--- src/rtl/pm_event_pkg.sv ---
package pm_event_pkg;

    // Status / enable bit positions (decoded by software)
    localparam int BIT_TMR    = 0;
    localparam int BIT_BM     = 4;
    localparam int BIT_GBL    = 5;
    localparam int BIT_PWRBTN = 8;
    localparam int BIT_SLPBTN = 9;
    localparam int BIT_RTC    = 10;
    localparam int BIT_WAK    = 15;

    localparam logic [15:0] STS_W1C_MASK =
        (16'd1 << BIT_WAK) | (16'd1 << BIT_RTC) | (16'd1 << BIT_SLPBTN) |
        (16'd1 << BIT_PWRBTN) | (16'd1 << BIT_BM);
    localparam logic [15:0] EN_STORE_MASK =
        (16'd1 << BIT_RTC) | (16'd1 << BIT_PWRBTN) | (16'd1 << BIT_GBL);
    localparam logic [15:0] SCI_PAIR_MASK =
        (16'd1 << BIT_TMR) | (16'd1 << BIT_GBL) | (16'd1 << BIT_PWRBTN) |
        (16'd1 << BIT_SLPBTN) | (16'd1 << BIT_RTC);

    // Byte offsets; enable sits two bytes above status
    localparam int OFS_EVT_STS = 0;
    localparam int OFS_EVT_EN  = OFS_EVT_STS + 2;
    localparam int OFS_GPE_STS = 4;
    localparam int OFS_GPE_EN  = 5;

    typedef struct packed {
        logic evt_sts;
        logic evt_en;
        logic gpe_sts;
        logic gpe_en;
    } reg_sel_t;

    typedef enum logic [0:0] {
        SCI_QUIET    = 1'b0,
        SCI_ASSERTED = 1'b1
    } sci_state_t;

endpackage

--- src/rtl/pm_access_decode.sv ---
module pm_access_decode
    import pm_event_pkg::*;
#(
    parameter int ADDR_W = 8,
    parameter int DATA_W = 32
) (
    input  logic [ADDR_W-1:0]   addr,
    input  logic                rd,
    input  logic                wr,
    input  logic [DATA_W/8-1:0] be,
    output reg_sel_t            wr_sel,
    output reg_sel_t            rd_sel,
    output logic                bad_size
);
    localparam int BE_W = DATA_W / 8;
    localparam logic [BE_W-1:0] BE_HALF = BE_W'(2'b11);
    localparam logic [BE_W-1:0] BE_BYTE = BE_W'(1'b1);

    reg_sel_t hit;
    logic     half_ok;
    logic     byte_ok;
    logic     any_acc;

    always_comb begin
        hit.evt_sts = (addr == ADDR_W'(OFS_EVT_STS));
        hit.evt_en  = (addr == ADDR_W'(OFS_EVT_EN));
        hit.gpe_sts = (addr == ADDR_W'(OFS_GPE_STS));
        hit.gpe_en  = (addr == ADDR_W'(OFS_GPE_EN));
        half_ok     = (be == BE_HALF);
        byte_ok     = (be == BE_BYTE);
        any_acc     = rd | wr;

        wr_sel.evt_sts = wr & hit.evt_sts & half_ok;
        wr_sel.evt_en  = wr & hit.evt_en  & half_ok;
        wr_sel.gpe_sts = wr & hit.gpe_sts & byte_ok;
        wr_sel.gpe_en  = wr & hit.gpe_en  & byte_ok;

        rd_sel.evt_sts = rd & hit.evt_sts & half_ok;
        rd_sel.evt_en  = rd & hit.evt_en  & half_ok;
        rd_sel.gpe_sts = rd & hit.gpe_sts & byte_ok;
        rd_sel.gpe_en  = rd & hit.gpe_en  & byte_ok;

        bad_size = any_acc &
                   (((hit.evt_sts | hit.evt_en) & ~half_ok) |
                    ((hit.gpe_sts | hit.gpe_en) & ~byte_ok));
    end
endmodule

--- src/rtl/pm1_event_regs.sv ---
module pm1_event_regs
    import pm_event_pkg::*;
(
    input  logic        clk,
    input  logic        rst_n,
    input  logic        wr_sts,
    input  logic        wr_en,
    input  logic [15:0] wdata,
    input  logic [15:0] set_vec,
    output logic [15:0] sts,
    output logic [15:0] en
);
    logic [15:0] clr_vec;

    always_comb begin
        clr_vec = wr_sts ? (wdata & STS_W1C_MASK) : 16'h0000;
    end

    // Hardware set is applied after the clear, so it wins a collision
    always_ff @(posedge clk or negedge rst_n) begin
        if (!rst_n) begin
            sts <= 16'h0000;
        end else begin
            sts <= (sts & ~clr_vec) | set_vec;
        end
    end

    always_ff @(posedge clk or negedge rst_n) begin
        if (!rst_n) begin
            en <= 16'h0000;
        end else if (wr_en) begin
            en <= wdata & EN_STORE_MASK;
        end
    end
endmodule

--- src/rtl/gpe_event_regs.sv ---
module gpe_event_regs #(
    parameter int               GPE_W     = 8,
    parameter logic [GPE_W-1:0] GPE_VALID = GPE_W'(8'h0F)
) (
    input  logic             clk,
    input  logic             rst_n,
    input  logic             wr_sts,
    input  logic             wr_en,
    input  logic [GPE_W-1:0] wdata,
    input  logic [GPE_W-1:0] raise,
    output logic [GPE_W-1:0] sts,
    output logic [GPE_W-1:0] en
);
    for (genvar i = 0; i < GPE_W; i++) begin : g_bit
        if (GPE_VALID[i]) begin : g_live
            always_ff @(posedge clk or negedge rst_n) begin
                if (!rst_n) begin
                    sts[i] <= 1'b0;
                end else begin
                    sts[i] <= (sts[i] & ~(wr_sts & wdata[i])) | raise[i];
                end
            end
            always_ff @(posedge clk or negedge rst_n) begin
                if (!rst_n) begin
                    en[i] <= 1'b0;
                end else if (wr_en) begin
                    en[i] <= wdata[i];
                end
            end
        end else begin : g_tied
            assign sts[i] = 1'b0;
            assign en[i]  = 1'b0;
        end
    end
endmodule

--- src/rtl/sci_level_fsm.sv ---
module sci_level_fsm
    import pm_event_pkg::*;
(
    input  logic clk,
    input  logic rst_n,
    input  logic need,
    output logic sci
);
    sci_state_t state;
    sci_state_t state_nx;

    always_comb begin
        state_nx = state;
        unique case (state)
            SCI_QUIET:    if (need)  state_nx = SCI_ASSERTED; // RAISE
            SCI_ASSERTED: if (!need) state_nx = SCI_QUIET;    // DROP
            default:      state_nx = SCI_QUIET;
        endcase
    end

    always_ff @(posedge clk or negedge rst_n) begin
        if (!rst_n) begin
            state <= SCI_QUIET;
        end else begin
            state <= state_nx;
        end
    end

    always_comb begin
        sci = (state == SCI_ASSERTED);
    end
endmodule

--- src/rtl/pm_event_bank.sv ---
module pm_event_bank
    import pm_event_pkg::*;
#(
    parameter int               ADDR_W    = 8,
    parameter int               DATA_W    = 32,
    parameter int               GPE_W     = 8,
    parameter logic [GPE_W-1:0] GPE_VALID = GPE_W'(8'h0F)
) (
    input  logic                clk,
    input  logic                rst_n,
    input  logic [ADDR_W-1:0]   reg_addr,
    input  logic                reg_rd,
    input  logic                reg_wr,
    input  logic [DATA_W/8-1:0] reg_be,
    input  logic [DATA_W-1:0]   reg_wdata,
    output logic [DATA_W-1:0]   reg_rdata,
    output logic                reg_err,
    input  logic                evt_tmr,
    input  logic                evt_bm,
    input  logic                evt_gbl,
    input  logic                evt_pwrbtn,
    input  logic                evt_slpbtn,
    input  logic                evt_rtc,
    input  logic                evt_wak,
    input  logic [GPE_W-1:0]    gpe_raise,
    output logic                sci
);
    reg_sel_t         wr_sel;
    reg_sel_t         rd_sel;
    logic             bad_size;
    logic [15:0]      pm1_set;
    logic [15:0]      pm1_sts;
    logic [15:0]      pm1_en;
    logic [GPE_W-1:0] gpe_sts;
    logic [GPE_W-1:0] gpe_en;
    logic [GPE_W-1:0] gpe_set;
    logic             sci_need;

    pm_access_decode #(.ADDR_W(ADDR_W), .DATA_W(DATA_W)) u_dec (
        .addr     (reg_addr),
        .rd       (reg_rd),
        .wr       (reg_wr),
        .be       (reg_be),
        .wr_sel   (wr_sel),
        .rd_sel   (rd_sel),
        .bad_size (bad_size)
    );

    always_comb begin
        pm1_set = 16'h0000;
        pm1_set[BIT_TMR]    = evt_tmr;
        pm1_set[BIT_BM]     = evt_bm;
        pm1_set[BIT_GBL]    = evt_gbl;
        pm1_set[BIT_PWRBTN] = evt_pwrbtn;
        pm1_set[BIT_SLPBTN] = evt_slpbtn;
        pm1_set[BIT_RTC]    = evt_rtc;
        pm1_set[BIT_WAK]    = evt_wak;
        gpe_set = gpe_raise & GPE_VALID;
    end

    pm1_event_regs u_pm1 (
        .clk     (clk),
        .rst_n   (rst_n),
        .wr_sts  (wr_sel.evt_sts),
        .wr_en   (wr_sel.evt_en),
        .wdata   (reg_wdata[15:0]),
        .set_vec (pm1_set),
        .sts     (pm1_sts),
        .en      (pm1_en)
    );

    gpe_event_regs #(.GPE_W(GPE_W), .GPE_VALID(GPE_VALID)) u_gpe (
        .clk    (clk),
        .rst_n  (rst_n),
        .wr_sts (wr_sel.gpe_sts),
        .wr_en  (wr_sel.gpe_en),
        .wdata  (reg_wdata[GPE_W-1:0]),
        .raise  (gpe_set),
        .sts    (gpe_sts),
        .en     (gpe_en)
    );

    always_comb begin
        sci_need = (|(pm1_sts & pm1_en & SCI_PAIR_MASK)) | (|(gpe_sts & gpe_en));
    end

    sci_level_fsm u_sci (
        .clk   (clk),
        .rst_n (rst_n),
        .need  (sci_need),
        .sci   (sci)
    );

    always_comb begin
        reg_rdata = '0;
        if (rd_sel.evt_sts) reg_rdata = DATA_W'(pm1_sts);
        if (rd_sel.evt_en)  reg_rdata = DATA_W'(pm1_en);
        if (rd_sel.gpe_sts) reg_rdata = DATA_W'(gpe_sts);
        if (rd_sel.gpe_en)  reg_rdata = DATA_W'(gpe_en);
    end

    always_ff @(posedge clk or negedge rst_n) begin
        if (!rst_n) begin
            reg_err <= 1'b0;
        end else begin
            reg_err <= bad_size;
        end
    end
endmodule

--- config.mk ---
export PLATFORM = sky130hd
export DESIGN_NAME = pm_event_bank
export DESIGN_NICKNAME = d
export VERILOG_FILES = /design/src/rtl/pm_event_pkg.sv /design/src/rtl/pm_access_decode.sv /design/src/rtl/pm1_event_regs.sv /design/src/rtl/gpe_event_regs.sv /design/src/rtl/sci_level_fsm.sv /design/src/rtl/pm_event_bank.sv
export SDC_FILE = /design/constraint.sdc
export NUM_CORES = 1
export LEC_CHECK = 0
export BUFFER_PORTS_ARGS = -buffer_cell sky130_fd_sc_hd__buf_4
export CAP_MARGIN = 40
export CORE_ASPECT_RATIO = 0.6
export CORE_MARGIN = 1.5
export CORE_UTILIZATION = 41
export CTS_CLUSTER_DIAMETER = 80
export DETAILED_ROUTE_END_ITERATION = 8
export HOLD_SLACK_MARGIN = 0.03
export PLACE_DENSITY_LB_ADDON = 0.08
export SYNTH_ARGS = -nofsm -noshare
export SYNTH_HDL_FRONTEND = slang
export SYNTH_SLANG_ARGS = --single-unit
--- constraint.sdc ---
create_clock -name clk -period 1.38 [get_ports clk]
set_clock_uncertainty 0.05 [all_clocks]
set_input_delay 0.069 -clock clk [delete_from_list [all_inputs] [get_ports clk]]
set_output_delay 0.069 -clock clk [all_outputs]
set_load 0.02 [all_outputs]
==> flow_summary.yaml, run 1 <==
status:
  status: "finished with violations"
  violations: "setup timing"
clock_network:
  cts_buffer_depth: 2
  cts.clk_slew.worst_paths_ps: 80
  cts_root_buf: "clkbuf_8"
  htreeDepth: 1
  cts_tree: "built"
  clock_sinks: 20
  insertion_delay_ps: 260
  cts_inserted_buffers: 3
placement:
  dpl.hpwl_mm: 2.767
  placed_cells: 237
  io_buffers: 48
  post-place-ws_ps: -357.5
  gp_congestion: 0.8514
critical_path:
  worstRegToRegCells: 3
  cp_data_arrival_time_ps: 1330
  reg2reg_slack_ps: 230
  crit_type: "flip-flop to primary output"
  crit_path_end_kind: "primary output"
  crit_path_max_fanout: 2
  reg2reg_from: "u_gpe.sts[0]$_DFF_PN0_"
  required_ps: 1260
  r2r_end: "u_sci.sci$_DFF_PN0_"
  setup.worst_path.start_class: "flip-flop"
cells_and_area:
  fin_nets: 283
  nFillCells: 215
  fin_cells: 261
  utilization_pct: 73.42
  drive_above_1_share_pct: 47.03
  n_antenna_cell: 0
  syn_to_final_growth_pct: 63.75
detailed_routing:
  drc_errors: 0
  num_vias: 1260
  wl_per_cell_um: 14.81
  drt-initial-drc-count: 86
  vias_per_cell: 4.828
  routed_wl_mm: 3.866
  drt-pass1-iter-count: 4
  drtAntennaViolNets: 0
flow_run:
  cap_viol_max_count: 0
global_routing:
  grt_pass1_vias: 1266
  overflow: 0
  grt_use_total_pct: 22.34
  grt_max_degree: 21
  grt_first_pass_wirelength_mm: 6.085
  antenna_found_initial: 0
power_and_ir_drop:
  p_switching_uw: 386.7
  pwr-share-seq_pct: 38.4
  power.density_nw_per_um2: 694.8
  peakVddDrop_mv: 0.5612
  p_leak_nw: 1.050
  p_int_mw: 1.145
  p_total_mw: 1.532
  switching_share_pct: 25.25
  comb_power_share_pct: 21.7
  clkPwrFrac_pct: 39.9
timing:
  setup_ws_ps: -67.41
  rsz0062_at_grt: "yes"
  setup-violations-final: 6
  slew_viol_final: 0
  report.final.hold_viol_count: 0
  finalCriticalPeriod_ps: 1447
  max_freq_mhz: 690.9
  fin_crit_sh_pct: 104.9
  holdWs_ps: 31.15
worst_hold_path:
  hold_path.class: "input pin to flip-flop"
  worstHoldStart: "evt_pwrbtn"
  min_path_cells: 3
  hold_end: "u_pm1.sts[8]$_DFF_PN0_"
synthesis:
  synth_warnings: 0
  postSynthAreaPerCell_um2: 10.20
  synth.distinct_cells: 36
  yosys_register_bits: 20
  syn_inst: 132
  ys_seq_area_share_pct: 37.17
  netlist_area_um2: 1346
die:
  die_x_um: 76.98
  die_h_um: 47.39
  core_area_um2: 3003
  fp.dieArea_um2: 3647
  rows: 15
  initial_utilization_pct: 44.83
  ios: 97
-- cell usage after synthesis --
master    instances  share of area (%)
or3b_2            1               0.65
nand4_1           2               0.93
clkbuf_8          1                1.0
and2_1            1               0.46
conb_1            1               0.28
buf_4            22                 12
or4b_1            1               0.74
nor4b_1           1               0.65
a222oi_1          1               0.74
and4_1            3                2.0
buf_6             1               0.84
nor4_4            2                3.2
nor3_1            1               0.37
or4_1             6                3.3
o311a_1           1               0.74
nor2_1           13                3.6
mux2_2            7                5.9
nand3_1           1               0.37
nor3b_1           1               0.56
or2b_2            4                2.6
a22o_1            1               0.65
o221a_2           1               0.84
inv_1             8                2.2
buf_2             2               0.74
or4bb_1           1               0.84
nand2_1           1               0.28
and3_1            1               0.46
nor2b_1           3                1.4
dfrtp_1          20                 37
mux2i_1           6                4.5
a311oi_1          2                1.3
or2_2             3                1.4
a21o_1            4                2.2
a22oi_1           2                1.1
nor4_1            1               0.46
a41oi_1           5                3.3
-- logic make-up after synthesis --
logic type             count (synthesis)  synth area share, %
buffers and inverters                 34                17.10
AO/OA/AOI/OAI                         17                10.87
other                                  1               0.2785
flip-flops                            20                37.17
AND/OR/NAND/NOR                       47                24.26
multiplexers                          13                10.32
-- registers in the layout, summed over array words and instances, names as in the netlist --
register,count
u_pm1.sts,7
u_gpe.en,4
u_gpe.sts,4
u_pm1.en,3
reg_err,1
u_sci.sci,1
-- how the worst max path moves through the flow --
stage                           startpoint                 endpoint  slack (ps)  depth (start not counted)
CTS                 u_gpe.sts[0]$_DFF_PN0_             reg_rdata[0]         -70                          4
global route        u_gpe.sts[0]$_DFF_PN0_             reg_rdata[0]        -110                          4
finish              u_gpe.sts[0]$_DFF_PN0_             reg_rdata[0]         -70                          4
global placement               reg_addr[3]  u_gpe.en[2]$_DFFE_PN0P_        -330                          4
detailed placement             reg_addr[3]  u_gpe.en[1]$_DFFE_PN0P_        -360                          4
floorplan                      reg_addr[3]  u_gpe.en[0]$_DFFE_PN0P_        -210                          4
-- routing by layer --
metal	wire, µm	global-route usage (%)	vias to the layer above
met1	1892	29.25	597
met4	19	6.545	0
met3	217	5.243	2
met5	0	0	-
met2	1736	38.41	52
li1	-	-	609
-- final cells by class --
type                            count  area [µm²]  share of cell area (%)
Clock buffer                        3       41.29                   1.873
Multi-Input combinational cell     99       783.3                   35.53
Clock inverter                      1       30.03                   1.362
Tap cell                           42       52.55                   2.384
Inverter                            8       30.03                   1.362
Timing Repair Buffer               88       767.0                   34.79
Sequential cell                    20       500.5                   22.70
-- through the flow --
stage / cell area (µm²) / TNS [ps]
after floorplan: 1471 / -2211
after global placement: 1810 / -5824
after detailed placement: 1810 / -6901
after CTS: 2178 / -77.26
after global routing: 2205 / -425.1
final: 2205 / -115.0
-- power groups by stage --
stage | sequential [mW] | combinational [mW] | clock [mW]
2_1_floorplan | 0.602 | 0.169 | 0
3_3_place_gp | 0.600 | 0.258 | 0
3_5_place_dp | 0.600 | 0.262 | 0
4_1_cts | 0.588 | 0.324 | 0.622
5_1_grt | 0.589 | 0.354 | 0.642
6_report | 0.588 | 0.332 | 0.612
-- placed cells by master, fill, tap and decap left out, types with 2 or more instances in the layout --
cell,count
dlygate4sd3_1,17
and4_1,3
nor4_4,3
conb_1,22
clkbuf_8,3
a22oi_1,2
nand4_1,2
mux2i_1,6
a21o_1,4
nor2b_1,3
or4_4,4
inv_1,8
or2_2,2
or2b_2,4
a311oi_1,2
buf_6,17
a41oi_1,5
dfrtp_1,20
mux2_4,7
or4_1,2
buf_4,54
nor2_1,13
-- worst max-delay path: stages, from the launching register on --
cell	delay, ps
dfrtp_1	410
or2_4	230
a22o_1	180
o311a_1	110
buf_6	140
-- repair_timing --
action / CTS / global route
endpoints found under the setup margin: 20 / 18
hold buffers: 17 / 0
buffers inserted: 3 / 0
pin swaps: 11 / 8
gates resized for setup: 24 / 7
hold endpoints to repair: 38 / 0
(Power assumes the default switching activity.)
==> run 2, diff against run 1 <==
Settings changed: CORE_UTILIZATION 41 to 42, CTS_BUF_LIST from default to sky130_fd_sc_hd__clkbuf_4 sky130_fd_sc_hd__clkbuf_8.
==> run 2 against run 1 <==
Compared with the run above: the flow still finishes with violations (setup timing); worst setup slack got worse by 63 ps; non-clock buffer count grew 4; flip-flop and latch count is the same; sequential power hardly changed; global-route usage increased by 1.9 points; critical path type unchanged.
==> flow_summary.yaml, run 2 (synthesis gave the netlist of run 1 again) <==
status:
  status: "finished with violations"
  violations: "setup timing"
power_and_ir_drop:
  peakVddDrop_mv: 0.6241
  switching_share_pct: 24.34
  p_leak_nw: 1.054
  p_total_mw: 1.515
  power.density_nw_per_um2: 689.0
  p_int_mw: 1.146
  p_switching_uw: 368.7
  comb_power_share_pct: 22.0
  pwr-share-seq_pct: 38.8
  clkPwrFrac_pct: 39.2
critical_path:
  crit_path_end_kind: "primary output"
  required_ps: 1260
  cp_data_arrival_time_ps: 1390
  setup.worst_path.start_class: "flip-flop"
  crit_type: "flip-flop to primary output"
  crit_path_max_fanout: 2
die:
  die_h_um: 46.86
  initial_utilization_pct: 45.40
  ios: 97
  rows: 15
  fp.dieArea_um2: 3565
  die_x_um: 76.09
  core_area_um2: 2965
clock_network:
  cts_inserted_buffers: 3
  htreeDepth: 1
  cts_root_buf: "clkbuf_8"
  insertion_delay_ps: 260
  cts_tree: "built"
  clock_sinks: 20
  cts.clk_slew.worst_paths_ps: 80
  cts_buffer_depth: 2
timing:
  setup-violations-final: 10
  fin_setup_tns_ps: -367.5
  rsz0062_at_grt: "yes"
  report.final.hold_viol_count: 0
  max_freq_mhz: 662.2
  setup_ws_ps: -130.1
  slew_viol_final: 0
  finalCriticalPeriod_ps: 1510
  fin_crit_sh_pct: 109.4
detailed_routing:
  drtAntennaViolNets: 0
  drt-pass1-iter-count: 4
  drt-initial-drc-count: 65
  routed_wl_mm: 4.028
  wl_per_cell_um: 15.20
  drc_errors: 0
  vias_per_cell: 5.091
  num_vias: 1349
cells_and_area:
  largestRegisters: "u_pm1.sts (7), u_gpe.en (4), u_gpe.sts (4)"
  largest-register: "u_pm1.sts"
  mostFrequentLayoutCell: "buf_4"
  utilization_pct: 74.13
  largest_reg_flops: 7
  drive_above_1_share_pct: 45.29
  final_cell_mix: "buf_4 (64), conb_1 (22), dlygate4sd3_1 (20), dfrtp_1 (20), nor2_1 (13)"
  n_antenna_cell: 0
  fin_nets: 287
  syn_to_final_growth_pct: 63.29
  fin_cells: 265
global_routing:
  grt_use_total_pct: 24.23
  antenna_found_initial: 0
  grt_first_pass_wirelength_mm: 6.430
  grt_pass1_vias: 1303
  grt_max_degree: 21
  overflow: 0
placement:
  io_buffers: 48
  dpl.hpwl_mm: 2.807
  gp_congestion: 0.8415
  placed_cells: 237
flow_run:
  cap_viol_max_count: 0
worst_hold_path:
  hold_path.class: "input pin to flip-flop"
[run 2: cell types whose count changed in the layout (fill, tap and decap cells not counted), sizes merged]
| cell | before | now |
|---|---|---|
| dlygate4sd3 | 17 | 20 |
| buf | 71 | 72 |
[run 2: what timing repair did]
| item | 4_1_cts | 5_1_grt |
|---|---|---|
| hold endpoints to repair | 38 | 0 |
| hold buffers | 20 | 0 |
| gates resized for setup | 16 | 1 |
| gates cloned | 0 | 0 |
| setup endpoints to repair | 21 | 17 |
| pin swaps | 7 | 0 |
| setup buffers | 3 | 1 |
[run 2: worst paths after layout]
check                      slack [ps]  depth (start not counted)                    from                 endpoint
max                              -130                          4  u_gpe.sts[0]$_DFF_PN0_             reg_rdata[0]
min                                50                          3                  evt_bm   u_pm1.sts[4]$_DFF_PN0_
max reg2reg                       110                          4  u_gpe.sts[0]$_DFF_PN0_      u_sci.sci$_DFF_PN0_
min reg2reg                       470                          1  u_gpe.sts[2]$_DFF_PN0_   u_gpe.sts[2]$_DFF_PN0_
max in group asynchronous         890                          2                   rst_n  u_pm1.sts[10]$_DFF_PN0_
min in group asynchronous         180                          2                   rst_n   u_gpe.sts[2]$_DFF_PN0_
[run 2: metal layers]
layer	vias to the layer above	GRT usage, %	wire [µm]
met1	657	30.40	1735
li1	619	-	-
met4	0	6.296	32
met2	69	43.78	1947
met5	-	0	0
met3	4	6.214	312
[run 2: worst max-delay path: stages (launching register included)]
cell	delay [ps]
dfrtp_1	400
or2_4	240
a22o_1	200
o311a_1	140
buf_6	140
[run 2: power groups by stage]
stage	Sequential, mW	Combinational (mW)	Clock [mW]
detailed placement	0.600	0.263	0
global placement	0.600	0.258	0
finish	0.588	0.333	0.594
floorplan	0.602	0.169	0
CTS	0.588	0.325	0.614
global route	0.589	0.355	0.649
[run 2: area by class of cell]
cell class,instances,area (µm²)
well taps,42,52.55
multi-input cells,99,764.5
clock inverters,1,30.03
inverters,8,30.03
fillers,210,767.0
clock buffers,3,41.29
repair buffers,92,779.5
flip-flops and latches,20,500.5
[run 2: through the flow]
step	hold slack, ps	setup WS [ps]	area [µm²]
5_1_grt	52.46	-155.9	2198
3_5_place_dp	-82.69	-346.7	1810
4_1_cts	44.97	-104.7	2186
3_3_place_gp	-84.69	-324.4	1810
2_1_floorplan	-276.6	-212.0	1471
6_report	53.15	-130.1	2198
